[src/rtl/hib_pkg.sv]
package hib_pkg;
   typedef enum logic [2:0] {
      ST_RUN,
      ST_HIB,
      ST_OSC,
      ST_AON,
      ST_CORE,
      ST_RESTORE
   } hib_state_e;
endpackage

[src/rtl/hib_sync.sv]
module hib_sync #(
   parameter int   STAGES  = 2,
   parameter logic RST_VAL = 1'b1
) (
   input  logic clk,
   input  logic rst_n,
   input  logic d,
   output logic q
);
   generate
      if (STAGES < 1) begin : g_bad
         $error("hib_sync: STAGES must be at least 1");
      end
   endgenerate

   logic [STAGES-1:0] sr;

   always_ff @(posedge clk or negedge rst_n) begin
      if (!rst_n) sr <= {STAGES{RST_VAL}};
      else        sr <= {sr[STAGES-2:0], d};
   end

   assign q = sr[STAGES-1];
endmodule

[src/rtl/hib_osc_qual.sv]
module hib_osc_qual #(
   parameter int LIMIT = 8
) (
   input  logic clk,
   input  logic rst_n,
   input  logic en,
   input  logic ready,
   output logic ok
);
   localparam int CW = $clog2(LIMIT + 1);
   localparam logic [CW-1:0] LIM = CW'(LIMIT);

   logic [CW-1:0] cnt;

   always_ff @(posedge clk or negedge rst_n) begin
      if (!rst_n)              cnt <= '0;
      else if (!(en && ready)) cnt <= '0;
      else if (cnt != LIM)     cnt <= cnt + 1'b1;
   end

   assign ok = (cnt == LIM);
endmodule

[src/rtl/hib_seq.sv]
module hib_seq
   import hib_pkg::*;
#(
   parameter int                MODE_W      = 2,
   parameter logic [MODE_W-1:0] HIB_CODE    = '1,
   parameter int                N_OSC       = 3,
   parameter int                N_RET       = 2,
   parameter int                N_MEM       = 4,
   parameter int                BOOT_W      = 4,
   parameter int                STABLE_CYC  = 8,
   parameter int                SETTLE_CYC  = 4,
   parameter int                SYNC_STAGES = 2
) (
   input  logic              clk,
   input  logic              rst_n,
   input  logic [MODE_W-1:0] mode_sel,
   input  logic              idle_exec,
   input  logic              sec_lowpwr,
   input  logic              iso_cfg,
   input  logic              wake_n,
   input  logic [N_OSC-1:0]  osc_ready,
   input  logic              restore_done,
   input  logic              fw_iso_clr,
   input  logic              flag_clr,
   input  logic [BOOT_W-1:0] hib_boot_cfg,
   output logic              iso_on,
   output logic [N_RET-1:0]  ret_en,
   output logic              pd_core_pri,
   output logic              pd_core_sec,
   output logic              pd_periph,
   output logic [N_MEM-1:0]  pd_mem,
   output logic [N_OSC-1:0]  osc_en,
   output logic              rst_rel_pri,
   output logic              rst_rel_sec,
   output logic              hib_wake_flag,
   output logic [BOOT_W-1:0] boot_mode
);
   localparam int SET_W = (SETTLE_CYC > 1) ? $clog2(SETTLE_CYC) : 1;
   localparam logic [SET_W-1:0] SET_LAST = SET_W'(SETTLE_CYC - 1);

   generate
      if (SETTLE_CYC < 1)  begin : g_chk_settle $error("SETTLE_CYC must be >= 1"); end
      if (STABLE_CYC < 1)  begin : g_chk_stable $error("STABLE_CYC must be >= 1"); end
      if (N_OSC < 1)       begin : g_chk_osc    $error("N_OSC must be >= 1");      end
      if (SYNC_STAGES < 2) begin : g_chk_sync   $error("SYNC_STAGES must be >= 2"); end
   endgenerate

   // wake pin synchronisation and edge detection
   logic wake_s, wake_prev, wake_fall, wake_rise;

   hib_sync #(.STAGES(SYNC_STAGES), .RST_VAL(1'b1)) wake_sync_i (
      .clk(clk), .rst_n(rst_n), .d(wake_n), .q(wake_s)
   );

   always_ff @(posedge clk or negedge rst_n) begin
      if (!rst_n) wake_prev <= 1'b1;
      else        wake_prev <= wake_s;
   end

   assign wake_fall = wake_prev & ~wake_s;
   assign wake_rise = ~wake_prev & wake_s;

   // oscillator qualification, one counter per source
   hib_state_e state_q, state_d;
   logic [N_OSC-1:0] osc_ok;
   logic             osc_on;

   assign osc_on = (state_q != ST_HIB);

   generate
      for (genvar g = 0; g < N_OSC; g++) begin : g_qual
         hib_osc_qual #(.LIMIT(STABLE_CYC)) qual_i (
            .clk(clk), .rst_n(rst_n), .en(osc_on),
            .ready(osc_ready[g]), .ok(osc_ok[g])
         );
      end
   endgenerate

   // settle timer, restarts on every state change
   logic [SET_W-1:0] set_cnt;
   logic             settle_done, accept;

   assign settle_done = (set_cnt == SET_LAST);
   assign accept      = (state_q == ST_OSC) && wake_rise && (&osc_ok);

   always_comb begin
      state_d = state_q;
      unique case (state_q)
         ST_RUN:     if (idle_exec && (mode_sel == HIB_CODE) && sec_lowpwr) state_d = ST_HIB;
         ST_HIB:     if (wake_fall) state_d = ST_OSC;
         ST_OSC:     if (accept) state_d = ST_AON;
         ST_AON:     if (settle_done) state_d = ST_CORE;
         ST_CORE:    if (settle_done) state_d = ST_RESTORE;
         ST_RESTORE: if (restore_done) state_d = ST_RUN;
         default:    state_d = ST_RUN;
      endcase
   end

   logic              iso_q, flag_q;
   logic [BOOT_W-1:0] boot_q;

   always_ff @(posedge clk or negedge rst_n) begin
      if (!rst_n) begin
         state_q <= ST_RUN;
         set_cnt <= '0;
         iso_q   <= 1'b0;
         flag_q  <= 1'b0;
         boot_q  <= '0;
      end else begin
         state_q <= state_d;
         if (state_d != state_q)  set_cnt <= '0;
         else if (!settle_done)   set_cnt <= set_cnt + 1'b1;

         if (state_q == ST_RUN && state_d == ST_HIB)
            iso_q <= iso_cfg;
         else if (state_q == ST_RESTORE && (fw_iso_clr || restore_done))
            iso_q <= 1'b0;

         if (accept)        flag_q <= 1'b1;
         else if (flag_clr) flag_q <= 1'b0;

         if (accept) boot_q <= hib_boot_cfg;
      end
   end

   // output decode from the registered state
   logic periph_on, core_on;

   assign periph_on = (state_q == ST_RUN) || (state_q == ST_AON) ||
                      (state_q == ST_CORE) || (state_q == ST_RESTORE);
   assign core_on   = (state_q == ST_RUN) || (state_q == ST_CORE) ||
                      (state_q == ST_RESTORE);

   assign iso_on        = iso_q;
   assign ret_en        = {N_RET{(state_q == ST_HIB) || (state_q == ST_OSC)}};
   assign pd_periph     = periph_on;
   assign pd_mem        = {N_MEM{periph_on}};
   assign pd_core_pri   = core_on;
   assign pd_core_sec   = core_on;
   assign osc_en        = {N_OSC{osc_on}};
   assign rst_rel_pri   = (state_q == ST_RUN) || (state_q == ST_RESTORE);
   assign rst_rel_sec   = (state_q == ST_RUN);
   assign hib_wake_flag = flag_q;
   assign boot_mode     = boot_q;
endmodule

[config.mk]
export PLATFORM = sky130hd
export DESIGN_NAME = hib_seq
export DESIGN_NICKNAME = d
export VERILOG_FILES = /design/src/rtl/hib_pkg.sv /design/src/rtl/hib_sync.sv /design/src/rtl/hib_osc_qual.sv /design/src/rtl/hib_seq.sv
export SDC_FILE = /design/constraint.sdc
export NUM_CORES = 1
export LEC_CHECK = 0
export ABC_AREA = 1
export BUFFER_PORTS_ARGS = -buffer_cell sky130_fd_sc_hd__buf_2
export CAP_MARGIN = 20
export CORE_MARGIN = 1.5
export CORE_UTILIZATION = 35
export CTS_CLUSTER_SIZE = 8
export DETAILED_ROUTE_END_ITERATION = 7
export GPL_ROUTABILITY_DRIVEN = 0
export PLACE_DENSITY_LB_ADDON = 0.25
export REMOVE_ABC_BUFFERS = 1
export SLEW_MARGIN = 0
export SYNTH_ARGS = -nofsm -noshare
export SYNTH_HDL_FRONTEND = slang
export SYNTH_SLANG_ARGS = --single-unit
export TNS_END_PERCENT = 100
[constraint.sdc]
create_clock -name clk -period 1.4 [get_ports clk]
set_input_delay 0.21 -clock clk [delete_from_list [all_inputs] [get_ports clk]]
set_output_delay 0.21 -clock clk [all_outputs]
set_load 0.03 [all_outputs]
==> run summary <==
Areal power density over the cells = 1861 nW/um^2
Num CTS Buffers = 3
Remaining DRCs = 0
Maximum achievable frequency = 0.6647 GHz
Clock root buffer = clkbuf_8
Maximum capacitance violations = 0
Cell area after technology mapping = 1409 sq um
Number of iterations in the first detailed-routing pass = 4
Min-Delay Startpoint = wake_n
Static leakage = 0.001043 uW
Number of nets at the end of the flow = 246
Number of cells in the finished layout apart from fillers = 268
Worst hold path class = in -> reg
Count of input and output buffers = 37
Final WS setup = -104.4 ps
Worst vdd ir = 0.8361 mV
Synthesis-stage register bit count = 26
Final WL = 2836 um
Run status = finished with violations
Number of buffers on the longest clock path = 2
Number of max-slew violations in the final report = 0
Portion of the clock cycle consumed by the worst path in the final layout = 107.5%
Total die area = 4415 sq um
Area of the placeable core = 3771 sq um
Post-Synthesis Cells = 158
Hold Vio Cnt, Final = 0
Violations in the final reports = negative setup slack
Avg WL per Cell = 10.58 um
TNS Setup = -1350 ps
Htree depth = 1
Proportion of layout cells with a drive suffix above 1 = 48.18%
Critical path endpoint category = output port
Via count of the first global-routing pass = 1,100
Cell variety after synth = 23
Antenna Cells = 0
Commonest cells after routing, fill and taps aside = 25 x buf_2, 24 x nand2_1, 23 x buf_4
Number of instances on the worst hold path = 1
Worst slack, placed = -88.96 ps
Sequential-to-total area share from yosys stat = 46.45%
Slack of the worst reg-to-reg path = -60 ps
Warnings, synthesis = 0
Clock tree sinks = 26
Maximum fanout along the worst path = 6
Clock tree from TritonCTS = built
Count of standard-cell rows = 22
Endpoint of the worst hold-timing path = wake_sync_i.sr[0]
Number of cells traversed by the worst register-to-register path = 8
Launch instance of the worst register-to-register path = state_q[1]
Relative slew margins = 62.12%
Number of antenna violations at the first check in global routing = 0
Die outline width = 66.45 um
Avg Vias per Cell = 4.440
Setup Crit Path Kind = reg -> out
All-layer global routing usage = 13.91%
Worst-Skew Late Latency = 270 ps
RSZ-0062 raised after global routing = true
Post-Syn Area per Cell = 8.917 sq um
Placed wire-length estimate = 1897 um
Die height = 66.45 um
Total number of vias = 1,190
DRC violation total after the first TritonRoute iteration = 28
Kind of start point of the critical path = register
Arrival time of the worst setup path = 1290 ps
Global-route wire length before repair = 4712 um
Transition time of the tightest slew-check pin = 568.2 ps
Effective utilization at floorplan = 37.36%
Worst clock skew = 4.247 ps
GRT Residual Overflow = 0
Cell Count Post-Placement = 248
Layout-stage area growth over the synthesis result = 48.31%
Top-level I/O count = 38
Finish-stage setup viols = 16
Post-DRT Antenna Nets = 0
Worst flop-to-flop path endpoint = set_cnt[0]
Required time at the worst-slack endpoint = 1190 ps
Leading cell type in the layout, fill and taps excluded = buf_2
Clock slew at reported path FFs = 90 ps
Maximum number of pins on one net before global-route repair = 27
Final worst path period need = 1504 ps
[state kept, by name, summed over array words and instances, names as in the netlist]
| register | flops |
|---|---|
| boot_mode | 4 |
| g_qual.qual_i.cnt | 12 |
| hib_wake_flag | 1 |
| iso_on | 1 |
| set_cnt | 2 |
| state_q | 3 |
| wake_prev | 1 |
| wake_sync_i.sr | 2 |
[cells in the mapped netlist]
master | number | area, sq um
a211oi_1 | 3 | 22.52
a21oi_1 | 5 | 25.02
buf_4 | 9 | 67.56
dfrtp_1 | 23 | 575.6
dfstp_2 | 3 | 78.83
ha_1 | 7 | 87.58
inv_1 | 22 | 82.58
inv_2 | 2 | 7.510
mux2i_1 | 1 | 10.01
nand2_1 | 29 | 108.9
nand2_2 | 1 | 6.260
nand3_1 | 8 | 40.04
nand3_2 | 3 | 30.03
nand3_4 | 2 | 35.03
nand4_1 | 2 | 12.51
nor2_1 | 13 | 48.80
nor2_2 | 4 | 25.02
nor2_4 | 2 | 22.52
nor3_1 | 3 | 15.01
o21ai_0 | 8 | 40.04
or2_2 | 1 | 6.260
xnor2_1 | 3 | 26.28
xor2_1 | 4 | 35.03
[final cells by class]
cell class	count	area (sq um)
Tap cell	48	60.06
Sequential cell	26	656.9
Inverter	24	92.59
Clock buffer	4	55.05
Fill cell	331	1682
Multi-Input combinational cell	100	716.9
Timing Repair Buffer	66	508.0
[kinds of logic after synthesis]
group                      synth area share, %
AOI/OAI and AO/OA                        6.216
xor gates and xnor gates                 4.352
adders and majority gates                6.216
buffers and inverters                    11.19
DFF                                      46.45
muxes                                   0.7105
and+or+nand+nor                          24.87
[worst max-delay path, cell delays in order, from the launching register on]
cell and delay, ps:
dfrtp_2 490, nor2_4 200, nand2_4 80, buf_6 140
buf_6 130
[per-stage QoR]
stage,power (uW),cell area [sq um],hold slack (ps),util (%)
after global placement,2743,1692,251.2,44.86
after floorplan,2183,1341,-85.59,-
after global routing,4176,2090,17.49,55.41
after detailed placement,2761,1692,240.8,44.86
final,3889,2090,34.12,55.41
after CTS,3557,1918,31.27,50.86
[layer usage]
metal / vias up / GRT usage, % / share of wire [%]
li1: 623 / - / -
met1: 535 / 17.70 / 45
met2: 28 / 24.25 / 51
met3: 4 / 2.215 / 3.6
met4: 0 / 3.827 / 1.1
met5: - / 0 / 0
[worst max-delay path by stage]
stage	end	depth (start not counted)	start
final	osc_en[1]	4	state_q[1]
after global routing	osc_en[1]	4	state_q[1]
after CTS	pd_mem[3]	4	state_q[1]
after detailed placement	set_cnt[0]	9	g_qual[1].qual_i.cnt[1]
after global placement	set_cnt[1]	9	g_qual[1].qual_i.cnt[0]
after floorplan	pd_mem[0]	3	state_q[2]
[what timing repair did]
item                                   in CTS  in global routing
endpoints found under the hold margin      23                  0
buffers inserted                            8                  6
setup endpoints to repair                  17                 23
gates cloned                                1                  0
hold buffers                                1                  0
pin swaps                                   4                  6
gates resized for setup                    26                 34
[report_power, final]
group | total, uW | internal, uW | switching [uW]
registers | 1040 | 907 | 137
clock network | 484 | 251 | 232
logic | 2360 | 1070 | 1290
total | 3890 | 2230 | 1660
(Power assumes the default switching activity.)
